===== src/rtl/cursor_overlay.sv =====
module cursor_overlay #(
  parameter int XW    = 11,
  parameter int YW    = 10,
  parameter int CW    = 8,
  parameter int NPIX  = 1024
) (
  input  logic          clk,
  input  logic          rst_n,
  input  logic          field_start,
  input  logic [XW-1:0] pix_x,
  input  logic [YW-1:0] pix_y,
  input  logic [CW-1:0] bg_y,
  input  logic [CW-1:0] bg_u,
  input  logic [CW-1:0] bg_v,
  input  logic          wr_en,
  input  logic [7:0]    wr_addr,
  input  logic [15:0]   wr_data,
  output logic [CW-1:0] out_y,
  output logic [CW-1:0] out_u,
  output logic [CW-1:0] out_v
);
  localparam int AW    = $clog2(NPIX);
  localparam int WORDS = NPIX / 8;
  localparam int PXW   = XW + 1;
  localparam int PYW   = YW + 1;

  logic [15:0] bitmap [WORDS];
  logic [15:0] clut   [4];
  logic signed [PXW-1:0] x0_pend, x0_act;
  logic signed [PYW-1:0] y0_pend, y0_act;
  logic [2:0] sh_pend, sh_act;

  always_ff @(posedge clk) begin
    if (wr_en && wr_addr < 8'(WORDS)) bitmap[wr_addr[AW-4:0]] <= wr_data;
  end

  always_ff @(posedge clk) begin
    if (!rst_n) begin
      for (int i = 0; i < 4; i++) clut[i] <= '0;
      x0_pend <= '0; y0_pend <= '0; sh_pend <= '0;
      x0_act  <= '0; y0_act  <= '0; sh_act  <= '0;
    end else begin
      if (wr_en) begin
        if (wr_addr[7:2] == 6'b100000) clut[wr_addr[1:0]] <= wr_data;
        if (wr_addr == 8'h84) x0_pend <= wr_data[PXW-1:0];
        if (wr_addr == 8'h85) y0_pend <= wr_data[PYW-1:0];
        if (wr_addr == 8'h86 && wr_data[2:0] <= 3'd4) sh_pend <= wr_data[2:0];
      end
      if (field_start) begin
        x0_act <= x0_pend;
        y0_act <= y0_pend;
        sh_act <= sh_pend;
      end
    end
  end

  logic signed [PXW+1:0] dx;
  logic signed [PYW+1:0] dy;
  logic [8:0] width, height;
  logic       hit;
  logic [AW-1:0] addr;
  logic [15:0] word, ent;
  logic [1:0]  code, t;
  logic [CW-1:0] cy, cu, cv;

  assign dx     = $signed({3'b000, pix_x}) - PXW'(x0_act);
  assign dy     = $signed({3'b000, pix_y}) - PYW'(y0_act);
  assign width  = 9'd8 << sh_act;
  assign height = 9'd128 >> sh_act;
  assign hit    = (dx >= 0) && (dx < $signed({5'b0, width})) &&
                  (dy >= 0) && (dy < $signed({4'b0, height}));
  assign addr   = (AW'(dy[6:0]) << (3 + sh_act)) | AW'(dx[6:0]);
  assign word   = bitmap[addr[AW-1:3]];
  assign code   = word[{addr[2:0], 1'b0} +: 2];
  assign ent    = clut[code];
  assign t      = ent[1:0];
  assign cy     = {ent[15:10], 2'b00};
  assign cu     = {ent[9:6], 4'b0000};
  assign cv     = {ent[5:2], 4'b0000};

  function automatic logic [CW-1:0] blend(input logic [CW-1:0] b, input logic [CW-1:0] c,
                                          input logic [1:0] w);
    logic [CW+1:0] s;
    s = b * (CW+2)'(3 - w) + c * (CW+2)'(w);
    return CW'(s / 3);
  endfunction

  always_ff @(posedge clk) begin
    if (!rst_n) begin
      out_y <= '0; out_u <= '0; out_v <= '0;
    end else if (hit) begin
      out_y <= blend(bg_y, cy, t);
      out_u <= blend(bg_u, cu, t);
      out_v <= blend(bg_v, cv, t);
    end else begin
      out_y <= bg_y; out_u <= bg_u; out_v <= bg_v;
    end
  end


  pass_outside_chk: assert property (@(posedge clk) disable iff (!rst_n)
    !hit |=> (out_y == $past(bg_y) && out_u == $past(bg_u) && out_v == $past(bg_v)));


  opaque_chk: assert property (@(posedge clk) disable iff (!rst_n)
    (hit && t == 2'd3) |=> (out_y == $past(cy) && out_u == $past(cu) && out_v == $past(cv)));


  blend_range_chk: assert property (@(posedge clk) disable iff (!rst_n)
    hit |=> ((out_y >= $past(bg_y) || out_y >= $past(cy)) &&
             (out_y <= $past(bg_y) || out_y <= $past(cy))));


  hold_pos_chk: assert property (@(posedge clk) disable iff (!rst_n)
    !field_start |=> ($stable(x0_act) && $stable(y0_act) && $stable(sh_act)));


  bad_shape_chk: assert property (@(posedge clk) disable iff (!rst_n)
    (wr_en && wr_addr == 8'h86 && wr_data[2:0] > 3'd4) |=> $stable(sh_pend));


  shape_legal_chk: assert property (@(posedge clk) disable iff (!rst_n)
    sh_act <= 3'd4);
endmodule


===== config.mk =====
export PLATFORM = sky130hd
export DESIGN_NAME = cursor_overlay
export DESIGN_NICKNAME = d
export VERILOG_FILES = /design/src/rtl/cursor_overlay.sv
export SDC_FILE = /design/constraint.sdc
export NUM_CORES = 2
export LEC_CHECK = 0
export ABC_AREA = 1
export BUFFER_PORTS_ARGS = -buffer_cell sky130_fd_sc_hd__buf_2
export CORE_MARGIN = 1
export CORE_UTILIZATION = 29
export DETAILED_ROUTE_END_ITERATION = 6
export GPL_TIMING_DRIVEN = 0
export PLACE_DENSITY_LB_ADDON = 0.2
export RECOVER_POWER = 50
export SYNTH_ARGS = -nofsm -noshare
export SYNTH_HDL_FRONTEND = slang
export SYNTH_SLANG_ARGS = --single-unit

===== constraint.sdc =====
create_clock -name clk -period 12.3 [get_ports clk]
set_input_delay 0.615 -clock clk [delete_from_list [all_inputs] [get_ports clk]]
set_output_delay 0.615 -clock clk [all_outputs]
set_load 0.005 [all_outputs]

---- Word level (Yosys, flattened, before mapping) ----
Memories as Yosys holds them, arrays and structs flattened.
Index checks and enable logic that the tools add are counted.
word-level totals
  memories ................................ 2
  flip-flop bits (word level) ............. 76
  logic and storage cells ................. 64
  output and inout port bits .............. 24
  memory bits (writable) .................. 2112
cells by class
  bitwise gates (word level) .............. 1
  magnitude comparators ................... 6
  reduce and logical (&&, ||, !) cells .... 9
  muxes and demuxes ....................... 13
  shift operators ......................... 4
  multipliers ............................. 6
  eq/ne operators ......................... 4
  add/subtract/negate cells ............... 7
  divide/modulo/power cells ............... 3
memories
  memory  depth  bits a word  read ports  clocked after memory_dff  write ports  RTL line  source
  bitmap  128    16           1           0                         1            27        logic [15:0] bitmap [WORDS];
  clut    4      16           1           0                         4            28        logic [15:0] clut [4];
operators with widths
  kind                   number
  $div 10x2->32 const B  3
  $add 10x10->10         3
  $eq 8x8->1 const B     3
  $mux 8                 3
  $mul 8x10->10          2
  $mux 16                1
  $reduce_or 16->1       1
  $shiftx 16x5->2        1
  $ge 13x1->1 const B    1
  $lt 13x10->1           1
  $sub 12x12->13         1
  $ge 12x1->1 const B    1
  $lt 12x10->1           1
  $mul 4x2->6            2
  $sub 11x11->12         1
  $mul 9x3->10           1
  $or 10x7->10           1
  $shl 7x4->10           1
  $shl 4x3->9 const A    1
  $shr 8x3->9 const A    1
  $lt 8x8->1 const B     1
  $mul 6x2->8            1
  $mux 1                 8
  $eq 6x6->1 const B     1
  other kinds (6)        12

---- Longest topological paths before layout ----
An unclocked memory read counts as a cell.
  depth in word-level cells ............... 11
  mapped depth ............................ 95

---- Worst setup path before layout ----
OpenSTA, ideal clock, no wires.
  kind .................................... input to register
  start ................................... input port pix_y[0]
  end ..................................... register out_u[0]
  stages on the path ...................... 79
  library setup time ...................... 0.109 ns
  arrival ................................. 11.357 ns
  required time ........................... 12.191 ns
  setup slack ............................. 0.834 ns
  cell sequence ........................... inv_1 -> ha_1 -> fa_1 -> xnor2_1 -> nand2_1 -> nand3_2 -> nand3_4 -> nand2_4 -> buf_12 -> buf_12 -> buf_12 -> buf_8 -> o211ai_1 -> nand3_1 -> nand3_1 -> nand3_1 -> nand3_1 -> nand3_1 -> [... 43 more ...] -> nand2_4 -> nand2_1 -> nand3_4 -> nand4_2 -> nand2_1 -> nand2_1 -> inv_1 -> ha_1 -> a21oi_2 -> nand3_2 -> nor2_2 -> nand2_2 -> nand2_2 -> nand4_1 -> nor2_1 -> nand3_1 -> nand2_1 -> inv_1
between the ends
  longest elaborated chain between the ends .. 11
RTL lines
  element               RTL line  source
  start, declared       11        input logic [YW-1:0] pix_y,
  $sub 11x11->12 (*)    67        assign dy = $signed({3'b000, pix_y}) - PYW'(y0_act);
  $shl 7x4->10          72        assign addr = (AW'(dy[6:0]) << (3 + sh_act)) | AW'(dx[6:0]);
  $or 10x7->10          72
  $mem_v2 128x16        n/a
  $shiftx 16x5->2       74        assign code = word[{addr[2:0], 1'b0} +: 2];
  $mem_v2 4x16          n/a
  $sub 2x2->3           84        s = b * (CW+2)'(3 - w) + c * (CW+2)'(w);
  $mul 8x10->10         84
  $add 10x10->10        84
  $div 10x2->32         85        return CW'(s / 3);
  $mux 8 (*)            91        end else if (hit) begin
  end signal, assigned  93        out_u <= blend(bg_u, cu, t);
  end signal, assigned  96        out_y <= bg_y; out_u <= bg_u; out_v <= bg_v;
  end, declared         19        output logic [CW-1:0] out_u,
Mark *: on every way between the ends. The rest lies on a longest branch, timed or not.
A chain may end at the register's enable or synchronous reset.

---- Final worst setup path ----
  start ................................... register y0_act[0]
  end ..................................... register out_u[0]
between the ends
  longest elaborated chain between the ends .. 11
RTL lines
  element                 RTL line  source
  start, declared         30        logic signed [PYW-1:0] y0_pend, y0_act;
  start signal, assigned  51        y0_act <= y0_pend;
  $sub 11x11->12 (*)      67
  $shl 7x4->10            72
  $or 10x7->10            72
  $mem_v2 128x16          n/a
  $shiftx 16x5->2         74
  $mem_v2 4x16            n/a
  $sub 2x2->3             84
  $mul 8x10->10           84
  $add 10x10->10          84
  $div 10x2->32           85
  $mux 8 (*)              91
Marked as above.

==> insert_results.sql <==
INSERT INTO impl_metrics (metric_group, metric, value, unit) VALUES
('outcome', 'result_of_the_run', 'finished, violations left', ''),
('outcome', 'violations_in_the_final_reports', 'max-capacitance violations, max-slew violations', ''),
('yosys', 'synth.yosys.seq_area_share', '65.8', '%'),
('yosys', 'synth_edf_count', '2112', ''),
('yosys', 'synth_top_area_share', '64.3', '%'),
('yosys', 'syn_inst', '8753', ''),
('yosys', 'synth.yosys.warnings', '0', ''),
('routing', 'via_per_inst', '5.43', ''),
('yosys', 'postSynthRegisterBits', '2188', ''),
('worst_setup_path', 'setup.worst_path.end_class', 'register', ''),
('clock_tree', 'level_count_of_the_clock_h_tree', '4', ''),
('floorplanning', 'fp.dieArea', '0.343', 'mm^2'),
('placement', 'gp_congestion', '0.968', ''),
('global_route', 'largest_net_degree_at_the_start_of_global_routing', '115', ''),
('yosys', 'synth.distinct_cells', '62', ''),
('cells_and_area', 'final_core_utilization', '36.1', '%'),
('sta', 'timing.final.setup_violations', '0', ''),
('clock_tree', 'cts_buffer_depth', '4', ''),
('cells_and_area', 'syn_to_final_growth', '23.6', '%'),
('routing', 'detailroute.via_count', '76700', ''),
('sta', 'grt_setup_unrepaired', 'true', ''),
('global_route', 'grt_pass1_vias', '70300', ''),
('worst_hold_path', 'min_to', 'out_v[1]$_SDFF_PN0_', ''),
('placement', 'io_buffers', '95', ''),
('worst_setup_path', 'timing.critical_path.fanout_max', '10', ''),
('cells_and_area', 'final_area', '0.122', 'mm^2'),
('floorplanning', 'initial_core_util', '29.2', '%'),
('global_route', 'grt_antenna_before_repair', '23', ''),
('placement', 'detailedPlace.worstSlack', '-4.02', 'ns'),
('sta', 'min_period', '12.23', 'ns'),
('clock_tree', 'clockRootBuffer', 'clkbuf_16', ''),
('placement', 'placed_area', '0.110', 'mm^2'),
('routing', 'drt.antenna.violating_nets', '0', ''),
('floorplanning', 'floorplan.core_area', '0.338', 'mm^2'),
('yosys', 'post_synth_most_frequent_cells', 'edfxtp_1 (2112), nand2_1 (1388), nand3_1 (1307), inv_1 (1250), o211ai_1 (702)', ''),
('worst_setup_path', 'regToRegStartpoint', 'y0_act[0]$_SDFFE_PN0P_', ''),
('sta', 'worst_pin_slew', '5.77', 'ns'),
('yosys', 'ys.flop_type', 'edfxtp_1', ''),
('placement', 'dp_hpwl', '345', 'mm'),
('yosys', 'synth_area', '0.0987', 'mm^2'),
('worst_setup_path', 'worst_path_dominant_cell_family', 'simple AND/OR/NAND/NOR gates', ''),
('worst_setup_path', 'max_stage_delay_cell_worst_path', 'fa_2', ''),
('yosys', 'synth_top_cell_by_area', 'edfxtp_1', ''),
('worst_hold_path', 'hold_path_startpoint', 'bg_v[1]', ''),
('routing', 'wirelength', '488', 'mm'),
('worst_hold_path', 'hold_path.class', 'input port to register', ''),
('worst_setup_path', 'timing.critical_path.slowest_cell_delay', '0.56', 'ns'),
('cells_and_area', 'drive_above_1_share', '18.6', '%'),
('sta', 'final_max_slew_viol_count', '2165', ''),
('worst_setup_path', 'crit_type', 'register to register', ''),
('sta', 'finalWorstSetupSlack', '0.0654', 'ns'),
('global_route', 'overflow', '0', ''),
('yosys', 'post_synth.cell_area_avg', '11.3', 'um^2'),
('worst_setup_path', 'worst_r2r_path_depth', '80', ''),
('floorplanning', 'row_count', '213', ''),
('worst_setup_path', 'crit_path_frequent_cell', 'nand2_2', ''),
('clock_tree', 'worst_skew_pair.late_latency', '1.01', 'ns'),
('yosys', 'yosys-top-cells-area', 'edfxtp_1 (64%), nand3_1 (6.6%), o211ai_1 (5.3%)', ''),
('sta', 'maxSlewHeadroom', '-285', '%'),
('global_route', 'grt_pass1_wl', '638', 'mm'),
('clock_tree', 'cts_tree', 'built', ''),
('worst_setup_path', 'worst-endpoint-arrival', '13.03', 'ns'),
('sta', 'hold_violations', '0', ''),
('floorplanning', 'top_level_ports', '97', ''),
('clock_tree', 'numCtsBuffers', '235', ''),
('job', 'number_of_violations_of_the_max_capacitance_limit', '34', ''),
('worst_hold_path', 'hold_depth', '3', ''),
('floorplanning', 'width_of_the_chip', '585', 'um'),
('routing', 'drtPass1Iterations', '7', ''),
('worst_setup_path', 'worstPathRequired', '13.10', 'ns'),
('floorplanning', 'die_h', '585', 'um');
[layout by cell type (no fill, tap or decap), types with 27 or more instances in the layout]
cell type / synthesis / layout
inv_1: 1250 / 1240
buf_2: 239 / 140
o21ai_0: 121 / 115
buf_4: 19 / 228
or2_2: 75 / 73
clkinv_2: 0 / 43
o211ai_1: 702 / 702
nand3_1: 1307 / 1109
nand2_1: 1388 / 1334
nand4_1: 27 / 27
nand2_2: 26 / 70
nand3b_1: 55 / 55
dfxtp_1: 76 / 74
nand3_4: 5 / 48
nand3_2: 21 / 176
buf_12: 14 / 141
clkbuf_1: 119 / 133
clkbuf_16: 0 / 246
clkinv_1: 5 / 45
buf_6: 28 / 103
buf_16: 0 / 60
ha_1: 118 / 107
o21ai_1: 90 / 87
buf_8: 23 / 49
nor2_4: 4 / 127
edfxtp_1: 2112 / 2112
a21oi_1: 108 / 100
or2_1: 108 / 108
clkbuf_4: 4 / 51
nor2_1: 462 / 335
[layout make-up]
class / count / area, um^2
inverter: 1272 / 4820
fill: 33000 / 216000
multi-input combinational: 4790 / 28600
clock inverter: 130 / 1270
tap: 4515 / 5650
buffer: 502 / 4960
sequential: 2188 / 64900
timing repair buffer: 425 / 5420
antenna: 16 / 40.0
clock buffer: 292 / 6190
[state kept, by name (all words and copies together) (netlist names), 11 cells and up]
register  flops
x0_pend      12
x0_act       12
y0_act       11
clut         64
bitmap     2048
y0_pend      11
[metrics by stage]
| step | setup TNS, ns | hold slack [ns] | cells |
|---|---|---|---|
| 2_1_floorplan | 0 | 0.429 | 8753 |
| 3_3_place_gp | -33.70 | 0.442 | 13400 |
| 3_5_place_dp | -33.94 | 0.454 | 13600 |
| 4_1_cts | -0.311 | 0.0148 | 14100 |
| 5_1_grt | -1.03 | 0.0655 | 14100 |
| 6_report | 0 | 0.0589 | 14100 |
[per-layer routing]
layer  part of all wire [%]  track usage (%)
met3                     11             7.46
met2                     43             41.3
met4                    7.8             17.9
met1                     38             35.4
met5                  0.023            0.714
[worst min-delay path: stages]
cell and delay [ns]:
buf_2 0.09, inv_1 0.12, a211oi_1 0.09
[worst max path at each step]
stage / from / to / slack, ns / cells past startpoint
detailed placement: pix_x[0] / out_u[0]$_SDFF_PN0_ / -4.02 / 81
global route: y0_act[0]$_SDFFE_PN0P_ / out_u[0]$_SDFF_PN0_ / -0.53 / 81
global placement: pix_x[0] / out_u[0]$_SDFF_PN0_ / -3.95 / 81
CTS: y0_act[0]$_SDFFE_PN0P_ / out_u[0]$_SDFF_PN0_ / -0.22 / 84
floorplan: pix_y[0] / out_u[0]$_SDFF_PN0_ / 0.83 / 79
finish: y0_act[0]$_SDFFE_PN0P_ / out_u[0]$_SDFF_PN0_ / 0.07 / 80
[cell families after synthesis]
kind of cell	after synthesis	share of synthesized area (%)
adder cells (fa/ha/maj)	141	1.96
XOR/XNOR	47	0.432
buffers and inverters	1776	8.04
AND/OR/NAND/NOR	3527	16.3
AO/OA/AOI/OAI	1074	7.45
flip-flops	2188	65.8
[what timing repair did]
item,CTS,global route
hold buffers,5,0
endpoints found under the hold margin,5,0
buffers inserted,64,63
pin swaps,88,105
endpoints found under the setup margin,18,7
gates resized for setup,848,250
gates cloned,9,2
Power is left out: the tool's default activity adds up to more than one toggle a clock period on the data nets, which glitch-free logic cannot reach.
